--- src/rtl/pll_lock_pkg.sv ---
// Package: pll_lock_pkg
// Shared types for the PLL lock retry sequencer.
// Assumes: nothing beyond standard SystemVerilog.
package pll_lock_pkg;

    // Sequencer phases: idle, GO pulse, flush gap, tick wait
    typedef enum logic [1:0] {
        S_IDLE  = 2'd0,
        S_PULSE = 2'd1,
        S_FLUSH = 2'd2,
        S_WAIT  = 2'd3
    } seq_state_t;

endpackage

--- src/rtl/pll_stat_eval.sv ---
// Module: pll_stat_eval
// Judges one lock attempt from the PLL status word and the GO-pending flag.
// Assumes: STAT_W >= 7. Bits 0,1 must be set; bits 2,3,5,6 clear; bit 4 and
// any bits above 6 are don't-care.
module pll_stat_eval #(
    parameter int STAT_W = 7
) (
    input  logic [STAT_W-1:0] status,
    input  logic              go_pending,
    output logic              healthy
);

    localparam logic [STAT_W-1:0] CARE_MASK = STAT_W'(7'h6F);
    localparam logic [STAT_W-1:0] GOOD_VAL  = STAT_W'(7'h03);

    // Pattern match on the checked bits, gated by GO having self-cleared
    always_comb begin
        healthy = ((status & CARE_MASK) == GOOD_VAL) && !go_pending;
    end

endmodule

--- src/rtl/pll_tick_timer.sv ---
// Module: pll_tick_timer
// Counts reference-clock enable ticks and flags the tick that completes the
// wait window.
// Assumes: clear and advance are never needed in the same cycle; WAIT_TICKS >= 1.
module pll_tick_timer #(
    parameter int WAIT_TICKS = 1000
) (
    input  logic clk,
    input  logic rst_n,
    input  logic clear,
    input  logic advance,
    output logic expire
);

    localparam int WAIT_W = $clog2(WAIT_TICKS > 1 ? WAIT_TICKS : 2);
    localparam logic [WAIT_W-1:0] LAST_IDX = WAIT_W'(WAIT_TICKS - 1);

    logic [WAIT_W-1:0] tick_cnt;

    // Tick counter: cleared at the start of each window, steps per tick
    always_ff @(posedge clk) begin
        if (!rst_n) begin
            tick_cnt <= '0;
        end else if (clear) begin
            tick_cnt <= '0;
        end else if (advance && tick_cnt != LAST_IDX) begin
            tick_cnt <= tick_cnt + 1'b1;
        end
    end

    // Window completes on the tick that finds the counter at its last index
    always_comb begin
        expire = advance && (tick_cnt == LAST_IDX);
    end

endmodule

--- src/rtl/pll_try_counter.sv ---
// Module: pll_try_counter
// Counts GO attempts since the last start and flags the attempt limit.
// Assumes: MAX_TRIES >= 1; incr is issued once per GO pulse.
module pll_try_counter #(
    parameter int MAX_TRIES = 20,
    parameter int TRY_W     = $clog2(MAX_TRIES + 1)
) (
    input  logic             clk,
    input  logic             rst_n,
    input  logic             clear,
    input  logic             incr,
    output logic [TRY_W-1:0] count,
    output logic             at_limit
);

    localparam logic [TRY_W-1:0] LIMIT = TRY_W'(MAX_TRIES);

    // Attempt counter: saturates at the limit
    always_ff @(posedge clk) begin
        if (!rst_n) begin
            count <= '0;
        end else if (clear) begin
            count <= '0;
        end else if (incr && count != LIMIT) begin
            count <= count + 1'b1;
        end
    end

    // Limit flag used by the sequencer after a failed judgement
    always_comb begin
        at_limit = (count == LIMIT);
    end

endmodule

--- src/rtl/pll_lock_seq.sv ---
// Module: pll_lock_seq (top)
// Issues GO to a display PLL, waits a fixed number of reference ticks, judges
// status and GO-pending, and retries up to MAX_TRIES times. It reports done or
// error, each held until the next start.
// Assumes: ref_tick is synchronous to clk; pll_status and go_pending are
// already synchronised to clk.
module pll_lock_seq #(
    parameter int WAIT_TICKS = 1000,
    parameter int MAX_TRIES  = 20,
    parameter int STAT_W     = 7,
    parameter int TRY_W      = $clog2(MAX_TRIES + 1)
) (
    input  logic              clk,
    input  logic              rst_n,
    input  logic              start,
    input  logic              ref_tick,
    input  logic              go_pending,
    input  logic [STAT_W-1:0] pll_status,
    output logic              go_cmd,
    output logic              busy,
    output logic              done,
    output logic              error,
    output logic [TRY_W-1:0]  retry_count
);

    import pll_lock_pkg::*;

    seq_state_t state;
    logic       healthy;
    logic       expire;
    logic       at_limit;
    logic       try_clear;
    logic       try_incr;
    logic       tmr_clear;
    logic       tmr_adv;

    // Attempt judgement
    pll_stat_eval #(.STAT_W(STAT_W)) u_eval (
        .status     (pll_status),
        .go_pending (go_pending),
        .healthy    (healthy)
    );

    // Reference-tick wait window
    pll_tick_timer #(.WAIT_TICKS(WAIT_TICKS)) u_timer (
        .clk     (clk),
        .rst_n   (rst_n),
        .clear   (tmr_clear),
        .advance (tmr_adv),
        .expire  (expire)
    );

    // Attempt count and limit
    pll_try_counter #(.MAX_TRIES(MAX_TRIES), .TRY_W(TRY_W)) u_tries (
        .clk      (clk),
        .rst_n    (rst_n),
        .clear    (try_clear),
        .incr     (try_incr),
        .count    (retry_count),
        .at_limit (at_limit)
    );

    // Control strobes decoded from the current phase
    always_comb begin
        go_cmd    = (state == S_PULSE);
        busy      = (state != S_IDLE);
        try_clear = (state == S_IDLE) && start;
        try_incr  = (state == S_PULSE);
        tmr_clear = (state == S_FLUSH);
        tmr_adv   = (state == S_WAIT) && ref_tick;
    end

    // Phase sequencing and outcome flags
    always_ff @(posedge clk) begin
        if (!rst_n) begin
            state <= S_IDLE;
            done  <= 1'b0;
            error <= 1'b0;
        end else begin
            unique case (state)
                S_IDLE: begin
                    if (start) begin
                        state <= S_PULSE;
                        done  <= 1'b0;
                        error <= 1'b0;
                    end
                end
                S_PULSE: state <= S_FLUSH;
                S_FLUSH: state <= S_WAIT;
                S_WAIT: begin
                    if (expire) begin
                        if (healthy) begin
                            state <= S_IDLE;
                            done  <= 1'b1;
                        end else if (at_limit) begin
                            state <= S_IDLE;
                            error <= 1'b1;
                        end else begin
                            state <= S_PULSE;
                        end
                    end
                end
                default: state <= S_IDLE;
            endcase
        end
    end

endmodule

--- config.mk ---
export PLATFORM = sky130hd
export DESIGN_NAME = pll_lock_seq
export DESIGN_NICKNAME = d
export VERILOG_FILES = /design/src/rtl/pll_lock_pkg.sv /design/src/rtl/pll_stat_eval.sv /design/src/rtl/pll_tick_timer.sv /design/src/rtl/pll_try_counter.sv /design/src/rtl/pll_lock_seq.sv
export SDC_FILE = /design/constraint.sdc
export NUM_CORES = 1
export LEC_CHECK = 0
export BUFFER_PORTS_ARGS = -buffer_cell sky130_fd_sc_hd__buf_2
export CORE_MARGIN = 3
export CORE_UTILIZATION = 30
export DETAILED_ROUTE_END_ITERATION = 8
export PLACE_DENSITY_LB_ADDON = 0.08
export SLEW_MARGIN = 20
export SYNTH_ARGS = -nofsm -noshare
export SYNTH_HDL_FRONTEND = slang
export SYNTH_SLANG_ARGS = --single-unit
export TNS_END_PERCENT = 20
--- constraint.sdc ---
create_clock -name clk -period 2.17 [get_ports clk]
set_input_delay 0.651 -clock clk [delete_from_list [all_inputs] [get_ports clk]]
set_output_delay 0.651 -clock clk [all_outputs]
set_load 0.02 [all_outputs]
# Word-level counts from Yosys, hierarchy flattened
# Cells that the tools add are included.
# W data, S select, Z words.
[word_totals] reg_bits=19 out_inout_bits=9 elab_cells=49
[op_classes] add_sub_neg=2 n_eq_ne=13 n_mux=13 n_bitwise=1 n_reduce_logical=15
[ops] cell="$add A10 B1 Y10 const B" n=1
[ops] cell="$eq A10 B10 Y1 const B" n=1
[ops] cell="$ne A10 B10 Y1 const B" n=1
[ops] cell="$ne A2 B2 Y1 const B" n=5
[ops] cell="$mux W1" n=8
[ops] cell="$pmux W2 S4" n=1
[ops] cell="$eq A6 B2 Y1 const B" n=1
[ops] cell="$logic_and A1 B1 Y1" n=6
[ops] cell="$add A5 B1 Y5 const B" n=1
[ops] cell="$eq A5 B5 Y1 const B" n=1
[ops] cell="$ne A5 B5 Y1 const B" n=1
[ops] cell="$reduce_and A5 Y1" n=1
[ops] cell="$eq A2 B2 Y1 const B" n=2
[ops] cell="$mux W2" n=2
[ops] cell="$pmux W1 S2" n=2
[ops] cell="$reduce_and A4 Y1" n=1
[ops] cell="$reduce_bool A2 Y1" n=2
[ops] cell="$reduce_or A2 Y1" n=2
[ops] cell="$eq A2 B1 Y1 const B" n=1
[ops] cell="$logic_not A2 Y1" n=1
[ops] cell="$reduce_and A2 Y1" n=1
[ops] cell="$logic_not A1 Y1" n=1
[ops] cell="$not A1 Y1" n=1

# Longest topological paths before layout
# Gate-level depths: netlist of the first run.
[logic_depth] depth_word=5 ltp_mapped=6 mapped_depth_nobuf=6

# By module
# From an unflattened synthesis of the first run, not the netlist that was laid out.
[unflattened] cells_unflattened=133 hier_area_um2=1193.6
[by_module_without_submodules] module="pll_tick_timer" n_inst=1 cells_each=65 area_per_inst_um2=575.6 seq_area_each_um2=200.2
[by_module_without_submodules] module="pll_lock_seq" n_inst=1 cells_each=36 area_per_inst_um2=336.6 seq_area_each_um2=80.1
[by_module_without_submodules] module="pll_try_counter" n_inst=1 cells_each=29 area_per_inst_um2=260.2 seq_area_each_um2=100.1
[by_module_without_submodules] module="pll_stat_eval" n_inst=1 cells_each=3 area_per_inst_um2=21.3 seq_area_each_um2=0.0

# Worst setup path after synthesis of the first run
# No wires, ideal clock.
[synth_path] kind="input-to-reg" from="input port pll_status[2]" to="register state[0]" setup_time_ns=0.129 arrival_ns=1.428 required_ns=2.041 slack_ns=0.612 cell_stages=4 path_cell_list="nor4_1 -> nand4b_1 -> a311oi_1 -> o32ai_1"
[synth_between] elab_chain_len=5
[synth_rtl] item="start: declaration" line="pll_lock_seq.sv:18" rtl="input logic [STAT_W-1:0] pll_status,"
[synth_rtl] item="$eq A6 B2 Y1" line="pll_stat_eval.sv:18" rtl="healthy = ((status & CARE_MASK) == GOOD_VAL) && !go_pending;"
[synth_rtl] item="$logic_and A1 B1 Y1" line="pll_stat_eval.sv:18"
[synth_rtl] item="$mux W1" line="pll_lock_seq.sv:92" rtl="if (healthy) begin"
[synth_rtl] item="$mux W2" line="pll_lock_seq.sv:91" rtl="if (expire) begin"
[synth_rtl] item="$pmux W2 S4" line="pll_lock_seq.sv:80" rtl="unique case (state)"
[synth_rtl] item="end signal: assignment" line="pll_lock_seq.sv:83" rtl="state <= S_PULSE;"
[synth_rtl] item="end signal: assignment" line="pll_lock_seq.sv:93" rtl="state <= S_IDLE;"
[synth_rtl] item="end signal: assignment" line="pll_lock_seq.sv:96" rtl="state <= S_IDLE;"
[synth_rtl] item="end: declaration" line="pll_lock_seq.sv:28" rtl="seq_state_t state;"
# No other way between the ends. The select of a mux whose other input is x is not followed.
# A chain may end at the register's enable or synchronous reset.

# Worst setup path in the final report of the first run
[layout_path] from="register state[0]" to="output port busy"
[layout_between] elab_chain_len=1
[layout_rtl] item="start signal: assignment" line="pll_lock_seq.sv:76" rtl="state <= S_IDLE;"
[layout_rtl] item="start signal: assignment" line="pll_lock_seq.sv:83"
[layout_rtl] item="start signal: assignment" line="pll_lock_seq.sv:88" rtl="S_PULSE: state <= S_FLUSH;"
[layout_rtl] item="$reduce_bool A2 Y1" line="pll_lock_seq.sv:66" rtl="busy = (state != S_IDLE);"
[layout_rtl] item="end: declaration" line="pll_lock_seq.sv:20" rtl="output logic busy,"
# No other way between the ends.

==> reports/metrics.csv, run 1 <==
metric,value,unit
startpoint types,flip-flop,
Hold Crit Depth,1,
crit path DAT,1.34,ns
peak supply drop,247,µV
Max stage delay on crit path,0.42,ns
Starting DRT DRC Count,31,
Worst EP required,1.52,ns
Clock Skew,0.00226,ns
Nets,157,
Critical Path End Type,primary output,
TNS Setup,0,ns
final setup margin,0.183,ns
main combinational cell family by area after synthesis,simple AND/OR/NAND/NOR gates,
# rows,20,
die area,0.00425,mm²
post-synthesis sequential area ratio,36.1,%
Finished Layout Cells,181,
outcome,finished clean,
clock-pin slew on the worst setup and hold paths,0.11,ns
Synth Area in Adders,8.32,%
First-pass DRT Iterations,4,
"Critical Path, Cell by Cell",inv_1 > ha_1 > inv_1 > buf_2,
Hold Buf Count CTS,0,
Yosys top cell by area,dfxtp_1,
H-tree depth,1,
max-slew violations,0,
CTS Buf Count,3,
R2R Setup Slk,0.39,ns
Starting Density,32.9,%
distinct cell type count after synthesis,33,
die height,65.2,µm
placed cells,177,
hold_ws,0.473,ns
RSZ-0062 raised after global routing,false,
Post-synth ARST share,0,%
Post-synth top cells,"19 x dfxtp_1, 12 x nor2_1, 11 x nand2_1",
Port Buffer Count,19,
Ports,21,
Synth Area in Simple Gates,25.0,%
Worst Tran Pin Value,0.436,ns
Final period util,91.6,%
clock sinks,19,
crit-path most repeated cell,inv_1,
WL/cell,11.2,µm
most area-consuming cells after synthesis,"dfxtp_1 36%, ha_1 8.3%, nor2_1 4.3%, xnor2_1 4.2%, xor2_1 4.2%",
worst rel slew slack,70.8,%
CTS tree,yes,
final setup vio count,0,
cell leakage power,0.461,nW
PwrDens,730,mW/mm²
via total after detailed routing,877,
gpl congestion,0.717,
placement-stage worst setup slack,0.360,ns
syn avg cell area,9.15,µm²
global route total overflow,0,
antenna violations before repair,0,
most common cell in the netlist,dfxtp_1,
f_max,503,MHz
synthesized cell area,0.00105,mm²
min Tclk post-route,1.99,ns
Post-synth EDFFs,0,
share of cells above drive strength 1,22.6,%
Skew-Pair Late Insertion Delay,0.30,ns
area share of the largest cell type after synthesis,36.1,%
Final Power,0.000894,W
kind of critical path,reg2out,
vias in the first global route,814,
clock buffer depth,2,
Post-Syn Instances,115,
DRC Markers,0,
worst min path class,reg2reg,
cells on worst reg2reg path,5,
core area,0.00320,mm²
Fill cells,361,
Post-CTS Setup Repair Bufs,0,
Synth Area in Compound Gates,18.1,%
number of max-cap violations,0,
post-synthesis xor/xnor area fraction,8.32,%
clk root buf,clkbuf_4,
Tot GR Track Use,10.6,%
Post-Syn Nets,134,
yosys warns,0,
Seq cells post-synth,19,
pin count of the biggest net entering global routing,11,
ys flop type,dfxtp_1,
"Max FO, Critical Path",5,
post-synthesis mux area share,0.951,%
cell with the largest stage delay on the worst path,dfxtp_1,
Area growth syn-to-layout,16.4,%
die width,65.2,µm
ANT cells,0,
Final HPWL DP,1590,µm
Routed WL,2040,µm
post_cts resized,0,
endpoints failing hold,0,
first-pass GRT wire length,3660,µm
post-DR vias/cell,4.85,
Post-DRT Antenna Nets,0,
-- path summary, 6_finish.rpt --
check,start,to
setup reg to reg,state[0],done
hold / removal,done,done
setup / recovery,state[0],busy
hold reg to reg,done,done
-- worst max-delay path, delay by kind of cell (launching register included) --
kind                     cells  cell delay [ns]
flip-flops                   1             0.42
adder cells (fa/ha/maj)      1             0.23
buffers and inverters        3             0.39
-- final cells by class --
class / count / area (µm²) / area share [%]
tap: 44 / 55.1 / 4.49
inverter: 8 / 30.0 / 2.45
sequential: 19 / 380 / 31.1
timing repair buffer: 19 / 95.1 / 7.76
clock buffer: 4 / 26.3 / 2.15
multi-input combinational: 87 / 638 / 52.1
-- flip-flops by register name, summed over array words and instances (netlist names) --
signal,count
u_timer.tick_cnt,10
u_tries.count,5
state,2
done,1
error,1
-- cell families after synthesis --
logic type      after synthesis
fa+ha+maj                     7
buf+inv                       9
mux                           1
compound gates               20
flops                        19
simple gates                 49
xor+xnor                     10
-- layout by cell type (no fill, tap or decap), types with 3 or more instances in the layout --
master / n
xnor2_1: 5
inv_1: 8
nand3_1: 6
xor2_1: 5
nand2_1: 11
clkbuf_4: 3
o21ai_0: 3
a21oi_1: 4
ha_1: 7
dfxtp_1: 19
nor2_1: 12
buf_2: 19
nand4_1: 6
-- report_power, final --
part	internal [W]	switching, W	leakage [nW]
clock network	0.0000715	0.000112	0.0150
logic	0.000111	0.000195	0.292
registers	0.000375	0.0000286	0.154
total	0.000557	0.000336	0.461
-- metrics by stage --
stage	instance area [µm²]	util (%)
global route	1220	38.2
detailed placement	1200	37.4
finish	1220	38.2
floorplan	1050	-
global placement	1200	37.4
CTS	1220	38.2
-- layer usage --
metal	track usage [%]	vias to the layer above	share of wire, %
li1	-	454	-
met1	14.1	405	50
met2	16.7	16	45
met3	3.59	2	4.6
met4	2.33	0	0.64
met5	0	-	0
Power figures use the tool's default switching activity.
==> run 2: changes to the inputs <==
--- a/config.mk
+++ b/config.mk
@@ -5,11 +5,13 @@
 export SDC_FILE = /design/constraint.sdc
 export NUM_CORES = 1
 export LEC_CHECK = 0
+export ABC_AREA = 1
 export BUFFER_PORTS_ARGS = -buffer_cell sky130_fd_sc_hd__buf_2
 export CORE_MARGIN = 3
 export CORE_UTILIZATION = 30
 export DETAILED_ROUTE_END_ITERATION = 8
 export PLACE_DENSITY_LB_ADDON = 0.08
+export SKIP_CTS_REPAIR_TIMING = 1
 export SLEW_MARGIN = 20
 export SYNTH_ARGS = -nofsm -noshare
 export SYNTH_HDL_FRONTEND = slang
==> run 2 against run 1 <==
Net effect: wire length up 26%; highest routed layer unchanged; worst hold slack worse by 0.027 ns; clock-buffer cell count unchanged; sequential share of layout area down 3.4 points; cell count up 42%; critical path type unchanged; sequential power up 7.4%; clock skew down 0.00089 ns; via count up 29%.
==> reports/metrics.csv, run 2 <==
metric,value,unit,change
Finished Layout Cells,257,,+42%
yosys warns,0,,unchanged
post-synthesis sequential area ratio,31.9,%,-4.3 points
first-pass GRT wire length,4390,µm,+20%
Skew-Pair Late Insertion Delay,0.25,ns,-0.05 ns
number of max-cap violations,0,,unchanged
Post-Syn Nets,207,,+54%
First-pass DRT Iterations,2,,-2
placed cells,253,,+43%
most area-consuming cells after synthesis,"dfxtp_1 32%, nand2_1 15%, inv_1 12%, ha_1 7.3%, a21oi_1 6.3%",,
cells on worst reg2reg path,7,,+2
Port Buffer Count,19,,unchanged
most flop-heavy register,u_timer.tick_cnt,,
area share of the largest cell type after synthesis,31.9,%,-4.3 points
final setup vio count,0,,unchanged
pin count of the biggest net entering global routing,14,,+3
most frequent cells in the layout,"48 x nand2_1, 37 x inv_1, 20 x nor2_1",,
min Tclk post-route,1.92,ns,-0.0686 ns
Starting Density,31.9,%,-0.97 points
Post-synth top cells,"48 x nand2_1, 37 x inv_1, 20 x nor2_1",,
startpoint types,flip-flop,,
Final HPWL DP,2070,µm,+30%
CTS tree,yes,,
syn avg cell area,6.35,µm²,-31%
via total after detailed routing,1127,,+29%
Hold Crit Depth,2,,+1
clock buffer depth,2,,unchanged
Fill cells,436,,+21%
die width,69.1,µm,+5.9%
"most common cell after layout, fill and taps aside",nand2_1,,
antenna violations before repair,0,,unchanged
Worst R2R Start,state[1],,
post-DR vias/cell,4.39,,-9.5%
kind of critical path,reg2out,,
Regs by FF count,"u_timer.tick_cnt (10), u_tries.count (5), state (2)",,
clk root buf,clkbuf_8,,
Area growth syn-to-layout,15.4,%,
clock-pin slew on the worst setup and hold paths,0.07,ns,-0.04 ns
die height,69.1,µm,+5.9%
# rows,22,,+10%
Post-DRT Antenna Nets,0,,unchanged
Nets,229,,+46%
synthesized cell area,0.00119,mm²,+13%
ys flop type,dfxtp_1,,
clock sinks,19,,unchanged
DRC Markers,0,,unchanged
f_max,521,MHz,+3.6%
Ports,21,,unchanged
Clock Skew,0.00137,ns,-0.000889 ns
global route total overflow,0,,unchanged
vias in the first global route,1036,,+27%
hold wc startpoint,done,,
outcome,finished clean,,
cell leakage power,0.641,nW,+39%
Worst Tran Pin Value,0.446,ns,+0.0102 ns
TNS Setup,0,ns,unchanged
Post-Syn Instances,188,,+63%
Seq cells post-synth,19,,unchanged
max FFs per register,10,,unchanged
RSZ-0062 raised after global routing,false,,
core area,0.00374,mm²,+17%
H-tree depth,1,,unchanged
Post-synth ARST share,0,%,unchanged
Final period util,88.4,%,-3.2 points
PwrDens,807,mW/mm²,+11%
Routed WL,2560,µm,+26%
CTS Buf Count,3,,unchanged
Yosys top cell by area,dfxtp_1,,
Tot GR Track Use,11.0,%,+0.39 points
distinct cell type count after synthesis,20,,-39%
Critical Path End Type,primary output,,
Starting DRT DRC Count,42,,+35%
gpl congestion,0.807,,+13%
ANT cells,0,,unchanged
endpoints failing hold,0,,unchanged
Worst EP required,1.52,ns,about the same
die area,0.00477,mm²,+12%
CP startpoint,state[0],,
share of cells above drive strength 1,12.4,%,-10 points
peak supply drop,685,µV,+180%
max-slew violations,0,,unchanged
worst rel slew slack,70.1,%,-0.65 points
crit path DAT,1.27,ns,-0.07 ns
most common cell in the netlist,nand2_1,,
"Max FO, Critical Path",5,,unchanged
Post-synth EDFFs,0,,unchanged
WL/cell,9.96,µm,-11%
worst min path class,reg2reg,,
[run 2: metrics by stage]
| stage | setup WS, ns | hold slack [ns] | utilization (%) | power, W | area (µm²) |
|---|---|---|---|---|---|
| CTS | 0.236 | 0.457 | 36.8 | 0.00113 | 1380 |
| global placement | 0.505 | 0.438 | 35.6 | 0.000881 | 1330 |
| global route | 0.130 | 0.473 | 36.8 | 0.00122 | 1380 |
| detailed placement | 0.502 | 0.445 | 35.6 | 0.000875 | 1330 |
| finish | 0.252 | 0.446 | 36.8 | 0.00111 | 1380 |
| floorplan | 0.667 | 0.459 | - | 0.000767 | 1190 |
[run 2: cells by family (layout without fill, tap and decap cells)]
logic type | after synthesis | in the layout | synth area share (%)
AOI/OAI and AO/OA | 28 | 28 | 12.2
xor gates and xnor gates | 2 | 2 | 1.47
adders and majority gates | 7 | 7 | 7.34
buffers and inverters | 39 | 60 | 13.0
DFF | 19 | 19 | 31.9
and+or+nand+nor | 93 | 93 | 34.2
[run 2: final timing paths]
kind                          to  slack (ns)
max reg2reg  u_timer.tick_cnt[9]        0.60
min                         done        0.45
max                         busy        0.25
min reg2reg                 done        0.45
[run 2: per-layer routing]
layer | vias to the layer above | track usage [%] | wire (µm)
li1 | 635 | - | -
met1 | 480 | 14.2 | 1300
met2 | 10 | 18.2 | 1190
met3 | 2 | 3.50 | 54
met4 | 0 | 1.95 | 19
met5 | - | 0 | 0
[run 2: power breakdown]
group	internal (W)	switching [W]
clock network	0.000130	0.000118
logic	0.000151	0.000280
registers	0.000390	0.0000430
total	0.000672	0.000440
[run 2: layout make-up]
class	instances	area [µm²]	area share [%]
well taps	48	60.1	4.36
clock buffers	4	45.0	3.27
repair buffers	19	95.1	6.90
multi-input cells	130	658	47.8
flip-flops and latches	19	380	27.6
inverters	37	139	10.1
[run 2: worst max-delay path, stage by stage, from the launching register on]
cell     delay, ns
dfxtp_1       0.41
inv_1         0.10
ha_1          0.24
inv_1         0.10
buf_2         0.17
